[src/rtl/branch_resolver.sv]
module branch_resolver #(
  parameter int XLEN  = 32,
  parameter int OFF_W = 16,
  parameter int IDX_W = 26
) (
  input  logic             clk,
  input  logic             rst_n,
  input  logic             req_vld,
  input  logic [3:0]       req_kind,
  input  logic [XLEN-1:0]  op_a,
  input  logic [XLEN-1:0]  op_b,
  input  logic [XLEN-1:0]  cur_pc,
  input  logic [OFF_W-1:0] rel_off,
  input  logic [IDX_W-1:0] jmp_idx,
  input  logic [XLEN-1:0]  reg_tgt,
  output logic             res_vld,
  output logic             res_taken,
  output logic [XLEN-1:0]  res_next_pc,
  output logic             res_link_we,
  output logic [XLEN-1:0]  res_link_val,
  output logic             res_misalign
);
  localparam int HI_W = XLEN - IDX_W - 2;
  localparam int EXT_W = XLEN - OFF_W - 2;

  localparam logic [3:0] K_EQ   = 4'd0;
  localparam logic [3:0] K_NE   = 4'd1;
  localparam logic [3:0] K_LEZ  = 4'd2;
  localparam logic [3:0] K_GTZ  = 4'd3;
  localparam logic [3:0] K_LTZ  = 4'd4;
  localparam logic [3:0] K_GEZ  = 4'd5;
  localparam logic [3:0] K_LTZL = 4'd6;
  localparam logic [3:0] K_GEZL = 4'd7;
  localparam logic [3:0] K_J    = 4'd8;
  localparam logic [3:0] K_JL   = 4'd9;
  localparam logic [3:0] K_JR   = 4'd10;

  logic [XLEN-1:0] seq_pc, rel_tgt, abs_tgt, tgt;
  logic neg, zero, eq, cond, is_rel, take, link, mis;

  assign seq_pc  = cur_pc + XLEN'(4);
  assign rel_tgt = seq_pc + {{EXT_W{rel_off[OFF_W-1]}}, rel_off, 2'b00};
  assign abs_tgt = {seq_pc[XLEN-1 -: HI_W], jmp_idx, 2'b00};
  assign neg     = op_a[XLEN-1];
  assign zero    = (op_a == '0);
  assign eq      = (op_a == op_b);
  assign is_rel  = (req_kind <= K_GEZL);

  always_comb begin
    cond = 1'b0;
    link = 1'b0;
    tgt  = rel_tgt;
    mis  = 1'b0;
    case (req_kind)
      K_EQ:   cond = eq;
      K_NE:   cond = !eq;
      K_LEZ:  cond = neg || zero;
      K_GTZ:  cond = !neg && !zero;
      K_LTZ:  cond = neg;
      K_GEZ:  cond = !neg;
      K_LTZL: begin cond = neg;  link = 1'b1; end
      K_GEZL: begin cond = !neg; link = 1'b1; end
      K_J:    begin cond = 1'b1; tgt = abs_tgt; end
      K_JL:   begin cond = 1'b1; tgt = abs_tgt; link = 1'b1; end
      K_JR:   begin cond = 1'b1; tgt = reg_tgt; mis = (reg_tgt[1:0] != 2'b00); end
      default: cond = 1'b0;
    endcase
    take = cond && (is_rel || req_kind <= K_JR);
  end

  always_ff @(posedge clk) begin
    if (!rst_n) begin
      res_vld      <= 1'b0;
      res_taken    <= 1'b0;
      res_next_pc  <= '0;
      res_link_we  <= 1'b0;
      res_link_val <= '0;
      res_misalign <= 1'b0;
    end else begin
      res_vld      <= req_vld;
      res_taken    <= req_vld && take;
      res_next_pc  <= take ? tgt : seq_pc;
      res_link_we  <= req_vld && link;
      res_link_val <= seq_pc;
      res_misalign <= req_vld && mis;
    end
  end
endmodule

[config.mk]
export PLATFORM = sky130hd
export DESIGN_NAME = branch_resolver
export DESIGN_NICKNAME = d
export VERILOG_FILES = /design/src/rtl/branch_resolver.sv
export SDC_FILE = /design/constraint.sdc
export NUM_CORES = 1
export LEC_CHECK = 0
export BUFFER_PORTS_ARGS = -buffer_cell sky130_fd_sc_hd__buf_2
export CORE_MARGIN = 10
export CORE_UTILIZATION = 48
export CTS_BUF_LIST = sky130_fd_sc_hd__clkbuf_8 sky130_fd_sc_hd__clkbuf_16
export DETAILED_ROUTE_END_ITERATION = 7
export PLACE_DENSITY = 0.83
export SYNTH_ARGS = -nofsm -noshare
export SYNTH_HDL_FRONTEND = slang
export SYNTH_SLANG_ARGS = --single-unit
[constraint.sdc]
create_clock -name clk -period 8.6 [get_ports clk]
set_input_delay 0.43 -clock clk [delete_from_list [all_inputs] [get_ports clk]]
set_output_delay 0.43 -clock clk [all_outputs]
set_load 0.05 [all_outputs]
==> impl_metrics.json, run 1 <==
{
  "p_clk_share_pct": 25.3,
  "antenna_found_initial": 2,
  "post-route-min-period_ps": 3910,
  "dpl_cell_area_sq_um": 6340,
  "grt_pass1_wl_mm": 28.6,
  "die_height_um": 122,
  "wl_per_cell_um": 19.1,
  "switching_power_uw": 405,
  "core_region_area_sq_um": 10300,
  "die_area_sq_um": 15000,
  "leakagePower_uw": 0.00320,
  "ios": 245,
  "max_stage_delay_ps": 550,
  "crit_type": "input port to register",
  "area_delta_synth_final_pct": 29.8,
  "clkTransAtPathRegs_ps": 70,
  "fmax_mhz": 256,
  "switching_share_pct": 39.2,
  "dp.cells": 976,
  "grt_usage_pct": 23.9,
  "start_util_pct": 48.9,
  "slew-limit-headroom_pct": 26.7,
  "cp.arrival_ps": 4190,
  "status": "finished, final reports clean",
  "hold_end": "res_link_val[0]",
  "async_reset_ff_share_pct": 0,
  "drt_iter0_drc": 624,
  "mostFrequentLayoutCells": "244 x buf_2, 68 x dfxtp_1, 65 x nor2_1",
  "ir_worst_vdd_mv": 0.0842,
  "rsz0062_at_grt": "no",
  "numCtsBuffers": 9,
  "cts.path.max_buffers": 2,
  "drc": 0,
  "antenna_left": 0,
  "grt_pass1_vias": 5446,
  "rows": 37,
  "final_common_cell": "buf_2",
  "cp.required_ps": 8880,
  "hold_path_startpoint": "cur_pc[0]",
  "vias": 5622,
  "cts_tree": "built",
  "via_per_inst": 5.66,
  "wl_mm": 19.0,
  "worstPathMaxFanout": 8,
  "hold_class": "input port to register",
  "hold_buffers": 0,
  "cts_resized": 0,
  "portBuffers": 244,
  "p_int_uw": 628,
  "cts.sinks": 68,
  "path_buf_inv": 1,
  "drive_gt1_share_pct": 32.5,
  "synth_cells": 616,
  "place_congestion": 0.975,
  "synth_top_flop_cell": "dfxtp_1",
  "finalNetCount": 1065,
  "synth_area_per_cell_sq_um": 8.17,
  "hold_depth": 2,
  "crit_path_top_delay_cell": "or3_1",
  "dr.pass1.iters": 5,
  "synth.distinct_cells": 63,
  "syn_nets": 830,
  "crit_family": "simple AND/OR/NAND/NOR gates",
  "crit_path_start_kind": "input port",
  "fin_crit_sh_pct": 45.5,
  "dp_hpwl_mm": 15.5,
  "cp-end-kind": "register",
  "p_total_uw": 1030,
  "pre_cts_ws_ps": 4460,
  "hold_violations": 0,
  "drv_cap": 0,
  "maxSlewViolCount": 0,
  "power_frac_seq_pct": 33.6,
  "cts_setup_buffers": 0,
  "htree_num_levels": 3,
  "fin_cells": 993,
  "post-route-cell-area_sq_um": 6530,
  "die_w_um": 122,
  "grt_overflow": 0,
  "power_frac_comb_pct": 41.1,
  "synthesis.area_sq_um": 5030,
  "tns_ps": 0,
  "setup_violations": 0,
  "crit_chain": "buf_2 > ha_1 > nand4_1 > or3_1 > nor2_1 > and3_1 > xor2_1 > ha_1 > a21oi_1 > o21bai_1 > a31oi_1 > o21bai_1 > a21oi_1 > o41ai_1 > xnor2_1 > o21ai_0",
  "max_slew.worst_pin.slew_ps": 1090,
  "synth_edf_count": 0,
  "seq_area_frac_synth_pct": 27.1,
  "power_density_nw_per_um2": 158,
  "synth_warnings": 0,
  "setup_slack_ps": 4690,
  "clockRootBuffer": "clkbuf_8",
  "grt_start_max_net_pins": 55,
  "synth_seq_cells": 68
}
flip-flops by register name, summed over array words and instances (netlist names):
| register | count |
|---|---|
| res_vld | 1 |
| res_link_we | 1 |
| res_link_val | 32 |
| res_taken | 1 |
| res_misalign | 1 |
| res_next_pc | 32 |
synthesized netlist by cell type (16+ instances only):
cell type,n,share of area [%]
dfxtp_1,68,27
nor2_1,66,4.9
xnor2_1,54,9.4
nand2_1,40,3.0
a21oi_1,36,3.6
ha_1,36,9.0
inv_1,32,2.4
xor2_1,30,5.2
o21ai_0,22,2.2
nand3_1,19,1.9
and2_1,17,2.1
nand4_1,17,2.1
a211oi_1,16,2.4
a221oi_1,16,2.8
through the flow:
| stage | util, % | hold WS (ps) |
|---|---|---|
| detailed placement | 61.7 | 651 |
| global route | 63.5 | 302 |
| floorplan | - | 502 |
| finish | 63.5 | 300 |
| global placement | 61.7 | 648 |
| CTS | 63.5 | 285 |
how the worst max path moves through the flow:
stage | start | end | slack (ps) | depth (start not counted)
after floorplan | cur_pc[8] | res_next_pc[30] | 4960 | 15
after global placement | cur_pc[8] | res_next_pc[27] | 4510 | 15
after detailed placement | cur_pc[2] | res_next_pc[31] | 4460 | 16
after CTS | cur_pc[2] | res_next_pc[31] | 4800 | 16
after global routing | cur_pc[2] | res_next_pc[31] | 4290 | 16
final | cur_pc[2] | res_next_pc[31] | 4690 | 16
cells by family (layout without fill, tap and decap cells):
kind of cell	count (synthesis)	in the layout	share of synthesized area, %
other	0	2	0
DFF	68	68	27.1
AOI/OAI and AO/OA	166	166	24.2
xor gates and xnor gates	84	84	14.6
and+or+nand+nor	203	203	19.5
adders and majority gates	37	37	9.35
muxes	1	1	0.199
buffers and inverters	57	296	5.00
power groups by stage:
stage                     Clock [uW]  Combinational (uW)  Sequential [uW]
after CTS                        266                 422              347
final                            262                 424              347
after global placement             0                 416              354
after global routing             278                 457              350
after detailed placement           0                 420              355
after floorplan                    0                 198              451
cell type report:
type / count / area [sq um]
inverters: 32 / 120
clock buffers: 10 / 138
multi-input cells: 491 / 3430
flip-flops and latches: 68 / 1360
diodes: 2 / 5.00
clock inverters: 5 / 46.3
fillers: 955 / 3750
well taps: 136 / 170
repair buffers: 249 / 1260
per-layer routing:
metal / global-route usage, % / wire length, um
met1: 28.4 / 7430
met2: 42.3 / 9590
met3: 5.10 / 1600
met4: 7.14 / 379
met5: 0 / 0
Note: power is estimated with default switching activity, not from simulation.
==> run 2, diff against run 1 <==
--- a/config.mk
+++ b/config.mk
@@ -7,10 +7,10 @@
 export LEC_CHECK = 0
 export BUFFER_PORTS_ARGS = -buffer_cell sky130_fd_sc_hd__buf_2
 export CORE_MARGIN = 10
-export CORE_UTILIZATION = 48
+export CORE_UTILIZATION = 47
 export CTS_BUF_LIST = sky130_fd_sc_hd__clkbuf_8 sky130_fd_sc_hd__clkbuf_16
 export DETAILED_ROUTE_END_ITERATION = 7
-export PLACE_DENSITY = 0.83
+export PLACE_DENSITY = 0.81
 export SYNTH_ARGS = -nofsm -noshare
 export SYNTH_HDL_FRONTEND = slang
 export SYNTH_SLANG_ARGS = --single-unit
==> constraint.sdc (replaced) <==
create_clock -name clk -period 3.96 [get_ports clk]
set_input_delay 0.198 -clock clk [delete_from_list [all_inputs] [get_ports clk]]
set_output_delay 0.198 -clock clk [all_outputs]
set_load 0.05 [all_outputs]
==> impl_metrics.json, run 2 (synthesis results as in run 1) <==
{
  "hold_buffers": 0,
  "clkTransAtPathRegs_ps": 80,
  "dp_hpwl_mm": 15.3,
  "cts.sinks": 68,
  "wl_mm": 18.7,
  "wl_per_cell_um": 18.6,
  "grt_pass1_wl_mm": 28.3,
  "hold_violations": 0,
  "via_per_inst": 5.57,
  "finalNetCount": 1075,
  "multiInputGateArea_sq_um": 3430,
  "drt_iter0_drc": 396,
  "cp-end-kind": "register",
  "drv_cap": 0,
  "final_common_cell": "buf_2",
  "post-route-cell-area_sq_um": 6620,
  "cts_tree": "built",
  "power_density_nw_per_um2": 345,
  "crit_family": "compound AO/OA/AOI/OAI gates",
  "cts_resized": 0,
  "vias": 5584,
  "diodes": 0,
  "dpl_cell_area_sq_um": 6410,
  "die_w_um": 123,
  "cp.required_ps": 4190,
  "rows": 37,
  "post-route-min-period_ps": 3520,
  "top_regs": "res_link_val (32), res_next_pc (32)",
  "fmax_mhz": 284,
  "clockRootBuffer": "clkbuf_8",
  "fillers": 958,
  "grt_usage_pct": 23.3,
  "ios": 245,
  "htree_num_levels": 3,
  "area_delta_synth_final_pct": 31.5,
  "dr.pass1.iters": 6,
  "setup_violations": 0,
  "portBuffers": 244,
  "start_util_pct": 48.5,
  "cts_setup_buffers": 0,
  "crit_path_top_delay_cell": "o311a_1",
  "drive_gt1_share_pct": 33.6,
  "die_height_um": 123,
  "grt_overflow": 0,
  "cp.arrival_ps": 3750,
  "place_congestion": 0.988,
  "ir_worst_vdd_mv": 0.187,
  "maxSlewViolCount": 0,
  "die_area_sq_um": 15200,
  "cts.path.max_buffers": 2,
  "crit_chain": "buf_2 > ha_1 > nand4_1 > nor2_1 > nand3_1 > xor2_1 > inv_1 > ha_1 > a21o_1 > a211oi_1 > nor2_1 > o21ai_0 > o41ai_4 > a31oi_4 > or4b_1 > a21oi_1 > o311a_1",
  "grt_start_max_net_pins": 32,
  "crit_path_start_kind": "input port",
  "drc": 0,
  "fin_crit_sh_pct": 88.8,
  "tns_ps": 0,
  "leakagePower_uw": 0.00325,
  "core_region_area_sq_um": 10400,
  "mostFrequentLayoutCells": "244 x buf_2, 68 x dfxtp_1, 65 x nor2_1",
  "max_slew.worst_pin.slew_ps": 1130,
  "antenna_left": 0,
  "rsz0062_at_grt": "no",
  "crit_type": "input port to register",
  "path_buf_inv": 2,
  "grt_pass1_vias": 5512,
  "numCtsBuffers": 9,
  "worstPathMaxFanout": 6,
  "antenna_found_initial": 0,
  "hold_class": "input port to register",
  "fin_util_pct": 63.8,
  "seq_area_sq_um": 1360,
  "max_stage_delay_ps": 370,
  "slew-limit-headroom_pct": 24.4,
  "status": "finished, final reports clean"
}
-- run 2: area by class of cell --
| type | count | share of cell area, % |
|---|---|---|
| clock buffers | 11 | 2.29 |
| repair buffers | 259 | 20.2 |
| flip-flops and latches | 68 | 20.6 |
| multi-input cells | 491 | 51.8 |
| well taps | 136 | 2.57 |
| clock inverters | 5 | 0.775 |
| inverters | 32 | 1.82 |
-- run 2: path summary, 6_finish.rpt --
check	startpoint	endpoint	slack, ps	cells after the start
setup / recovery	cur_pc[2]	res_next_pc[27]	440	17
hold / removal	cur_pc[1]	res_link_val[1]	70	2
-- run 2: per-layer routing --
layer,share of wire [%],GRT usage [%]
met1,41,28.1
met2,51,41.4
met3,7.5,4.97
met4,1.2,5.39
met5,0,0
-- run 2: power breakdown --
| part | switching, uW | internal (uW) |
|---|---|---|
| clock | 280 | 321 |
| sequential | 12.7 | 742 |
| combinational | 593 | 332 |
-- run 2: through the flow --
step	instances	hold slack [ps]	setup WS, ps	total power (uW)
final	1002	66.7	443	2280
after global routing	1002	65.5	157	2400
after CTS	1002	61.0	495	2280
after detailed placement	986	419	135	1680
after global placement	986	418	233	1680
after floorplan	616	270	556	1410
==> run 3, diff against run 2 <==
==> config.mk (replaced) <==
export PLATFORM = sky130hd
export DESIGN_NAME = branch_resolver
export DESIGN_NICKNAME = d
export VERILOG_FILES = /design/src/rtl/branch_resolver.sv
export SDC_FILE = /design/constraint.sdc
export NUM_CORES = 1
export LEC_CHECK = 0
export BUFFER_PORTS_ARGS = -buffer_cell sky130_fd_sc_hd__buf_2
export CELL_PAD_IN_SITES_DETAIL_PLACEMENT = 0
export CELL_PAD_IN_SITES_GLOBAL_PLACEMENT = 1
export CORE_MARGIN = 10
export CORE_UTILIZATION = 33
export DETAILED_ROUTE_END_ITERATION = 7
export PLACE_DENSITY_LB_ADDON = 0.1
export SYNTH_ARGS = -nofsm -noshare
export SYNTH_HDL_FRONTEND = slang
export SYNTH_SLANG_ARGS = --single-unit
==> constraint.sdc (replaced) <==
create_clock -name clk -period 3.9 [get_ports clk]
set_input_delay 0.195 -clock clk [delete_from_list [all_inputs] [get_ports clk]]
set_output_delay 0.195 -clock clk [all_outputs]
set_load 0.05 [all_outputs]
==> impl_metrics.json, run 3 (synthesis results as in run 1) <==
{
  "cp-startpoint": "cur_pc[2]",
  "wl_mm": 20.9,
  "hold_depth": 2,
  "die_height_um": 143,
  "tns_ps": 0,
  "crit_chain": "buf_2 > ha_1 > nand4_1 > or3_1 > nor2_1 > buf_4 > and3_1 > xor2_1 > buf_4 > ha_1 > a21o_1 > a21oi_1 > o21ai_0 > a31oi_1 > o31ai_1 > xnor2_1 > a22oi_1 > o31ai_1",
  "power_density_nw_per_um2": 369,
  "crit_path_top_delay_cell": "or3_1",
  "wl_per_cell_um": 19.5,
  "via_per_inst": 5.26,
  "vias": 5640,
  "hold_buffers": 0,
  "grt_pass1_wl_mm": 31.5,
  "cp.required_ps": 4140,
  "hold_class": "input port to register",
  "ir_worst_vdd_mv": 0.202,
  "cts_setup_buffers": 0,
  "worst_hold_slack_ps": 85.0,
  "fin_crit_sh_pct": 88.5,
  "clkTransAtPathRegs_ps": 50,
  "seq_area_sq_um": 1360,
  "cts_resized": 0,
  "core_region_area_sq_um": 15100,
  "fillers": 1531,
  "drive_gt1_share_pct": 35.0,
  "grt_pass1_vias": 5867,
  "drt_iter0_drc": 398,
  "crit_path_start_kind": "input port",
  "hold_violations": 0,
  "die_area_sq_um": 20600,
  "cp-end-kind": "register",
  "mostFrequentLayoutCells": "244 x buf_2, 68 x dfxtp_1, 65 x nor2_1",
  "max_stage_delay_ps": 550,
  "cts_tree": "built",
  "drc": 0,
  "die_w_um": 143,
  "place_congestion": 0.891,
  "maxSlewViolCount": 0,
  "start_util_pct": 33.3,
  "clockRootBuffer": "clkbuf_16",
  "cts.sinks": 68,
  "leakagePower_uw": 0.00337,
  "rows": 45,
  "wl_met3_mm": 1.24,
  "dp_hpwl_mm": 17.4,
  "rsz0062_at_grt": "no",
  "p_total_uw": 2550,
  "fmax_mhz": 290,
  "numCtsBuffers": 9,
  "portBuffers": 244,
  "area_delta_synth_final_pct": 37.3,
  "crit_type": "input port to register",
  "cp.arrival_ps": 3700,
  "worstPathMaxFanout": 6,
  "top_regs": "res_link_val (32), res_next_pc (32)",
  "setup_violations": 0,
  "antenna_found_initial": 1,
  "post-route-cell-area_sq_um": 6910,
  "final_common_cell": "buf_2",
  "grt_usage_pct": 19.5,
  "htree_num_levels": 3,
  "slew-limit-headroom_pct": 34.0,
  "drv_cap": 0,
  "top_layer": "met4",
  "wl_met1_mm": 8.73,
  "finalNetCount": 1094,
  "multiInputGateArea_sq_um": 3430,
  "post-route-min-period_ps": 3450,
  "grt_overflow": 0,
  "cts.path.max_buffers": 2,
  "met2_length_mm": 10.7,
  "antenna_left": 0,
  "status": "finished, final reports clean",
  "hold_path_startpoint": "cur_pc[1]",
  "ios": 245,
  "max_slew.worst_pin.slew_ps": 987,
  "dr.pass1.iters": 5,
  "grt_start_max_net_pins": 32,
  "dpl_cell_area_sq_um": 6620
}
==> run 3: cell types whose count changed in the layout (fill, tap and decap cells not counted), sizes merged <==
cell      change
clkinvlp      -1
buf          +19
clkinv        +3
diode         +1
inv           -2
clkbuf        -1
==> run 3: final timing paths <==
kind                               to
worst min-delay path  res_link_val[1]
worst max-delay path  res_next_pc[30]
==> run 3: layout make-up <==
type	instances	area share, %
clock inverter	5	0.779
timing repair buffer	278	21.4
tap	188	3.41
antenna	1	0.0362
sequential	68	19.7
clock buffer	10	3.32
multi-input combinational	491	49.6
inverter	32	1.74
==> run 3: layer usage <==
layer,GRT usage (%),up-vias
met3,4.59,15
met1,22.1,2687
li1,-,2765
met4,4.57,0
met2,35.6,173
met5,0,-
==> run 3: stage by stage <==
stage | utilization (%) | cells | setup WS [ps]
global placement | 43.9 | 1057 | 74.4
CTS | 45.7 | 1072 | 405
detailed placement | 43.9 | 1057 | 68.2
global route | 45.7 | 1072 | 58.7
finish | 45.8 | 1073 | 448
floorplan | - | 616 | 499
==> run 3: power breakdown <==
group	internal (uW)	total (uW)	switching, uW	leakage [uW]
clock	489	810	320	0.000142
combinational	355	970	615	0.00267
sequential	754	771	16.3	0.000566
total	1600	2550	951	0.00337
==> run 3: worst max-delay path, delay by kind of cell <==
kind	cells	cell delay, ps
buffers and inverters	3	440
adder cells (fa/ha/maj)	2	480
AND/OR/NAND/NOR	4	1120
XOR/XNOR	2	300
AO/OA/AOI/OAI	7	1170
